[src/rtl/rtc_cmp.sv]
module rtc_cmp #(
  parameter int PRE_W = 15,
  parameter logic [23:0] SEC_POR_VAL = 24'h0
) (
  input  logic        clk,
  input  logic        por_n,
  input  logic        rst_n,
  input  logic        tick,
  input  logic        wr_en,
  input  logic        rd_en,
  input  logic [1:0]  addr,
  input  logic [15:0] wdata,
  output logic [15:0] rdata,
  output logic        irq
);
  localparam int DW    = 16;
  localparam int SEC_W = 24;
  localparam int LO_W  = 16;
  localparam int HI_W  = SEC_W - LO_W;
  localparam int CS_W  = 8;

  logic [PRE_W-1:0] pre, pre_nx, cmp_pre;
  logic [SEC_W-1:0] sec, sec_nx;
  logic [HI_W-1:0]  shadow;
  logic [CS_W-1:0]  cmp_sec;

  wire clr      = wr_en && addr == 2'd0 && !wdata[0];
  wire cmp_wr   = wr_en && addr[1];
  wire sec_full = &sec;
  wire lo_rd    = rd_en && addr == 2'd1;

  always_comb begin
    pre_nx = pre;
    sec_nx = sec;
    if (clr) begin
      pre_nx = '0;
      sec_nx = '0;
    end else if (tick) begin
      pre_nx = pre + PRE_W'(1);
      if (&pre && !sec_full) sec_nx = sec + SEC_W'(1);
    end
  end

  always_ff @(posedge clk or negedge por_n) begin
    if (!por_n) begin
      pre    <= '0;
      sec    <= SEC_POR_VAL;
      shadow <= '0;
    end else begin
      pre <= pre_nx;
      sec <= sec_nx;
      if (lo_rd) shadow <= sec[SEC_W-1:LO_W];
    end
  end

  always_ff @(posedge clk or negedge rst_n) begin
    if (!rst_n) begin
      cmp_pre <= '1;
      cmp_sec <= '0;
      irq     <= 1'b0;
    end else begin
      if (wr_en && addr == 2'd2) cmp_pre <= wdata[PRE_W:1];
      if (wr_en && addr == 2'd3) cmp_sec <= wdata[CS_W-1:0];
      irq <= tick && !clr && !cmp_wr &&
             pre_nx == cmp_pre && sec_nx[CS_W-1:0] == cmp_sec;
    end
  end

  always_comb begin
    case (addr)
      2'd0:    rdata = DW'({pre, 1'b0});
      2'd1:    rdata = sec[LO_W-1:0];
      2'd2:    rdata = DW'({cmp_pre, 1'b0});
      default: rdata = {shadow, cmp_sec};
    endcase
  end


  pre_hold_chk: assert property (@(posedge clk) disable iff (!por_n || !rst_n)
    !tick && !clr |=> $stable(pre));


  sec_sat_chk: assert property (@(posedge clk) disable iff (!por_n || !rst_n)
    sec_full && !clr |=> &sec);


  shadow_cap_chk: assert property (@(posedge clk) disable iff (!por_n || !rst_n)
    lo_rd |=> shadow == $past(sec[SEC_W-1:LO_W]));


  irq_pulse_chk: assert property (@(posedge clk) disable iff (!por_n || !rst_n)
    irq |=> !irq);


  irq_tick_chk: assert property (@(posedge clk) disable iff (!por_n || !rst_n)
    irq |-> $past(tick));


  irq_wr_chk: assert property (@(posedge clk) disable iff (!por_n || !rst_n)
    irq |-> !$past(cmp_wr));
endmodule

[config.mk]
export PLATFORM = sky130hd
export DESIGN_NAME = rtc_cmp
export DESIGN_NICKNAME = d
export VERILOG_FILES = /design/src/rtl/rtc_cmp.sv
export SDC_FILE = /design/constraint.sdc
export NUM_CORES = 1
export LEC_CHECK = 0
export BUFFER_PORTS_ARGS = -buffer_cell sky130_fd_sc_hd__buf_4
export CAP_MARGIN = 10
export CORE_UTILIZATION = 55
export DETAILED_ROUTE_END_ITERATION = 8
export GPL_ROUTABILITY_DRIVEN = 0
export GPL_TIMING_DRIVEN = 0
export PLACE_DENSITY = 0.74
export SLEW_MARGIN = 20
export SYNTH_ARGS = -nofsm -noshare
export SYNTH_HDL_FRONTEND = slang
export SYNTH_SLANG_ARGS = --single-unit
[constraint.sdc]
create_clock -name clk -period 6.3 [get_ports clk]
set_clock_uncertainty 0.1 [all_clocks]
set_input_delay 0 -clock clk [delete_from_list [all_inputs] [get_ports clk]]
set_output_delay 0 -clock clk [all_outputs]
set_load 0.02 [all_outputs]
Word level (Yosys, flattened, before mapping)
Cells that the tools add are included.
{"block": "totals", "in_bits": 24, "reg_bits": 71, "elab_cells": 41, "output_inout_bits": 17}
{"block": "op_classes", "n_mux": 6, "n_reduce_logical": 21, "n_eq_ne": 5, "addsub": 2}
{"operator": "$mux 24", "count": 3}
{"operator": "$pmux 16 s3", "count": 1}
{"operator": "$mux 15", "count": 2}
{"operator": "$add 24x1->24 const B", "count": 1}
{"operator": "$reduce_and 24->1", "count": 1}
{"operator": "$add 15x1->15 const B", "count": 1}
{"operator": "$eq 15x15->1", "count": 1}
{"operator": "$reduce_and 15->1", "count": 1}
{"operator": "$logic_and 1x1->1", "count": 11}
{"operator": "$eq 8x8->1", "count": 1}
{"operator": "$eq 2x2->1 const B", "count": 2}
{"operator": "$logic_not 1->1", "count": 4}
{"operator": "$reduce_bool 2->1", "count": 2}
{"operator": "$eq 2x1->1 const B", "count": 1}
{"operator": "$logic_not 2->1", "count": 1}
{"operator": "$reduce_and 2->1", "count": 1}

Longest topological paths before layout
{"block": "logic_depth", "ltp_word": 8, "mapped_depth": 11}

Worst setup path before layout
Ideal clock, no wire load.
{"block": "synth_path", "path_type": "register to register", "startpoint": "register pre[0]", "endpoint": "register irq", "t_required_ns": 6.104, "t_arrival_ns": 2.503, "synth_period_minus_slack_ns": 2.698, "setup_slack_ns": 3.602, "setup_time_ns": 0.096, "n_path_buf": 1, "path_stages_with_launch": 11, "cell_sequence": "dfrtp_1 ha_1 buf_2 nand4_1 xor2_1 o21bai_1 a221o_1 or4_1 nor4_1 nand4_1 nor4_2"}
{"block": "synth_via", "elab_chain_cells": 7, "word_cells_on_any_way": 12}
{"element": "start: declaration", "line": "22", "rtl": "logic [PRE_W-1:0] pre, pre_nx, cmp_pre;"}
{"element": "start signal: assignment", "line": "50", "rtl": "pre <= pre_nx;"}
{"element": "branches (longest 6 deep; another with $add 15x1->15)"}
{"element": "$logic_and 1x1->1 (*)", "line": "65", "rtl": "pre_nx == cmp_pre && sec_nx[CS_W-1:0] == cmp_sec;"}
{"element": "end signal: assignment", "line": "64", "rtl": "irq <= tick && !clr && !cmp_wr &&"}
{"element": "end: declaration", "line": "14", "rtl": "output logic irq"}
Every way passes the cells marked *. The select of a mux whose other input is x is not followed.
A chain may end at the register's enable or synchronous reset.

Worst setup path after layout
{"block": "layout_path", "startpoint": "input port addr[1]", "endpoint": "register irq"}
{"block": "layout_via", "word_cells_on_any_way": 14}
{"element": "start: declaration", "line": "11", "rtl": "input logic [1:0] addr,"}
{"element": "$logic_not 2->1", "line": "27", "rtl": "wire clr = wr_en && addr == 2'd0 && !wdata[0];"}
{"element": "$logic_and 1x1->1 (2 in a row)", "line": "27"}
{"element": "$mux 15", "line": "35", "rtl": "if (clr) begin"}
{"element": "net pre_nx[0]", "line": "22"}
{"element": "$eq 15x15->1", "line": "65"}
{"element": "$logic_and 1x1->1", "line": "64"}
{"element": "$logic_and 1x1->1", "line": "65"}
The timed path passes the listed nets, and every way through them passes these cells.

==> results.yml <==
floorplan:
  core_area_mm2: 0.00687
  row_count: 30
  initial_core_util: 0.576
  die_h_um: 86.8
  die_area_mm2: 0.00754
  die_w_um: 86.8
  num_io_pins: 41
pwr:
  powerDensity_mw_per_mm2: 261
  comb_power_share: 0.215
  pwr-share-seq: 0.454
  netSwitchingPower_uw: 371
  power_frac_clock: 0.331
  p_int_uw: 891
  power.total_mw: 1.26
  leakage_nw: 2.04
  p_sw_frac: 0.294
  vdd_ir_drop_max_mv: 0.256
cells_and_area:
  final_layout_size_suffix_gt1_frac: 0.299
  num-nets-final: 449
  areaGrowthSynthToFinish_pct: 22.1
  fillers: 525
  final_util: 0.703
  diodes: 0
clock_network:
  cts_hold_buf: 23
  cts_tree: "built"
  htreeDepth: 3
  cts_made_buffers: 9
  cts_buffer_depth: 2
  clk_latency_ns: 0.35
  cts_resized: 0
  clock-sinks: 71
  cts.clk_slew.worst_paths_ns: 0.08
  postCtsSetupRepairBufs: 0
  cts-root-buf: "clkbuf_8"
routing:
  viasPerCell: 5.91
  totalWireLength_um: 9830
  antenna_left: 0
  via_count: 3099
  first_pass_iters: 5
  drt_iter0_drc: 181
  route.detailed.drc: 0
  wl_per_cell_um: 18.8
critical_path:
  critPathCaptureType: "flip-flop"
  path_max_fanout: 4
  crit_family: "simple AND/OR/NAND/NOR gates"
  cpMostUsedCell: "dlygate4sd3_1"
  cp_num_buf_inv: 3
  slowest_delay_ns: 0.60
  worstPathCellList: "dlygate4sd3_1, buf_4, nor4b_2, dlygate4sd3_1, nor2_1, xnor2_1, o2111ai_1, or4_1, nor4_1, nand4_1, nor4_2"
  start_kind: "input pin"
  crit_arrival_ns: 3.57
  critPathKind: "in2reg"
  critical_path_required_ns: 6.45
  crit_path_top_delay_cell: "dlygate4sd3_1"
sta:
  relSlewSlack: 0.412
  whs_ns: 0.0868
  report.final.setup_viol: 0
  fmax_ghz: 0.292
  rsz0062_at_grt: "no"
  hold_violations: 0
  worst_slew_pin_slew_ns: 0.882
  post-route-period-util: 0.543
  fin_crit_ns: 3.42
  slew_viol_final: 0
  tns_ns: 0
global_routing:
  gr-usage-met3: 0.0552
  grt_use_met1: 0.383
  grt.busiest_layer: "met2"
  use_met2: 0.446
  grt_pass1_wl_um: 15700
  antenna_found_initial: 0
  gr-usage-all-layers: 0.288
  grt-ovfl-total: 0
  grt_pass1_vias: 3026
  grt_max_degree: 48
yosys:
  synth_top_area_share: 0.354
  synth_edf_count: 0
  synth.ff_latch_count: 71
  synthFlopType: "dfrtp_1"
  ys_async_sr_fraction: 1.00
  yosysSeqAreaShare: 0.454
  yosysWarnings: 0
  avgSynthCellArea_um2: 11.3
  yosysTopAreaCell: "dfrtp_1"
  syn_area_mm2: 0.00396
  synth_nets: 376
  synth_area_leaders: "dfrtp_1 35%, dfstp_2 10%, mux2_2 8.0%"
  synthDistinctLibCells: 53
  yosys-top-cells-count: "56 x dfrtp_1, 34 x nor2_1, 28 x mux2_2"
  synthCells: 350
  synthMostInstantiatedCell: "dfrtp_1"
place:
  port_buffers: 39
  dp_hpwl_um: 7040
outcome:
  status: "finished, final reports clean"
hold_path:
  hold_class: "in2async"
job:
  maxCapViolations: 0
-- cell type report --
class / instances / area (um^2) / area share
repair buffers: 62 / 523 / 0.108
inverters: 8 / 30.0 / 0.00622
multi-input cells: 255 / 2050 / 0.424
plain buffers: 16 / 81.3 / 0.0168
clock buffers: 10 / 138 / 0.0285
clock inverters: 6 / 92.6 / 0.0192
well taps: 96 / 120 / 0.0249
flip-flops and latches: 71 / 1800 / 0.372
-- routing by layer --
metal  up-vias  part of all wire  wire [um]
li1       1424                 -          -
met1      1528              0.42       4170
met2       115              0.48       4700
met3        32             0.054        528
met4         0             0.044        437
met5         -                 0          0
-- stage by stage --
step	area (um^2)	worst slack, ns	std cells
2_1_floorplan	3960	3.60	350
3_3_place_gp	4370	3.03	485
3_5_place_dp	4370	2.98	485
4_1_cts	4830	2.90	524
5_1_grt	4830	2.72	524
6_report	4830	2.88	524
-- sequential cells by signal, summed over array words and instances, names as in the netlist --
name,count
sec,24
cmp_sec,8
cmp_pre,15
shadow,8
irq,1
pre,15
-- power groups by stage --
stage	logic, mW	clock network (mW)	registers [mW]
6_report	0.271	0.417	0.573
5_1_grt	0.294	0.445	0.577
4_1_cts	0.272	0.425	0.572
3_5_place_dp	0.258	0	0.579
3_3_place_gp	0.251	0	0.577
2_1_floorplan	0.184	0	0.558
-- cell families (layout without fill, tap and decap cells) --
group / Yosys count / count (layout) / synth area share
xor+xnor: 42 / 42 / 0.0968
mux: 49 / 49 / 0.181
buf+inv: 24 / 102 / 0.0281
flops: 71 / 71 / 0.454
fa+ha+maj: 2 / 2 / 0.00632
compound gates: 31 / 31 / 0.0497
simple gates: 131 / 131 / 0.184
-- final timing paths --
| path | depth (start not counted) | start | to | slack, ns |
|---|---|---|---|---|
| worst max-delay path | 11 | addr[1] | irq | 2.88 |
| worst min-delay path | 2 | por_n | pre[11] | 0.09 |
| worst max register to register | 10 | pre[0] | irq | 2.93 |
| worst min register to register | 2 | shadow[3] | shadow[3] | 0.41 |
| max in group asynchronous | 3 | rst_n | cmp_sec[1] | 5.02 |
| min in group clk | 4 | addr[0] | pre[6] | 0.17 |
-- worst reg2reg max path: cells and delay by family, from the launching register on --
| kind | cells | cell delay (ns) |
|---|---|---|
| DFF | 1 | 0.48 |
| xor gates and xnor gates | 1 | 0.25 |
| and+or+nand+nor | 5 | 1.64 |
| adders and majority gates | 1 | 0.18 |
| buffers and inverters | 1 | 0.19 |
| AOI/OAI and AO/OA | 2 | 0.43 |
-- cell usage in the layout, fill, tap and decap left out, types with 6 or more instances in the layout --
cell / instances
a21oi_1: 7
buf_4: 42
clkbuf_8: 10
dfrtp_1: 56
dfstp_2: 15
dlygate4sd3_1: 23
inv_1: 8
mux2_2: 28
mux2i_1: 6
mux4_2: 14
nand2_1: 22
nand3_1: 17
nand4_1: 10
nor2_1: 34
nor3_1: 7
o21ai_0: 9
xnor2_1: 25
xor2_1: 16
Power figures use the tool's default switching activity.
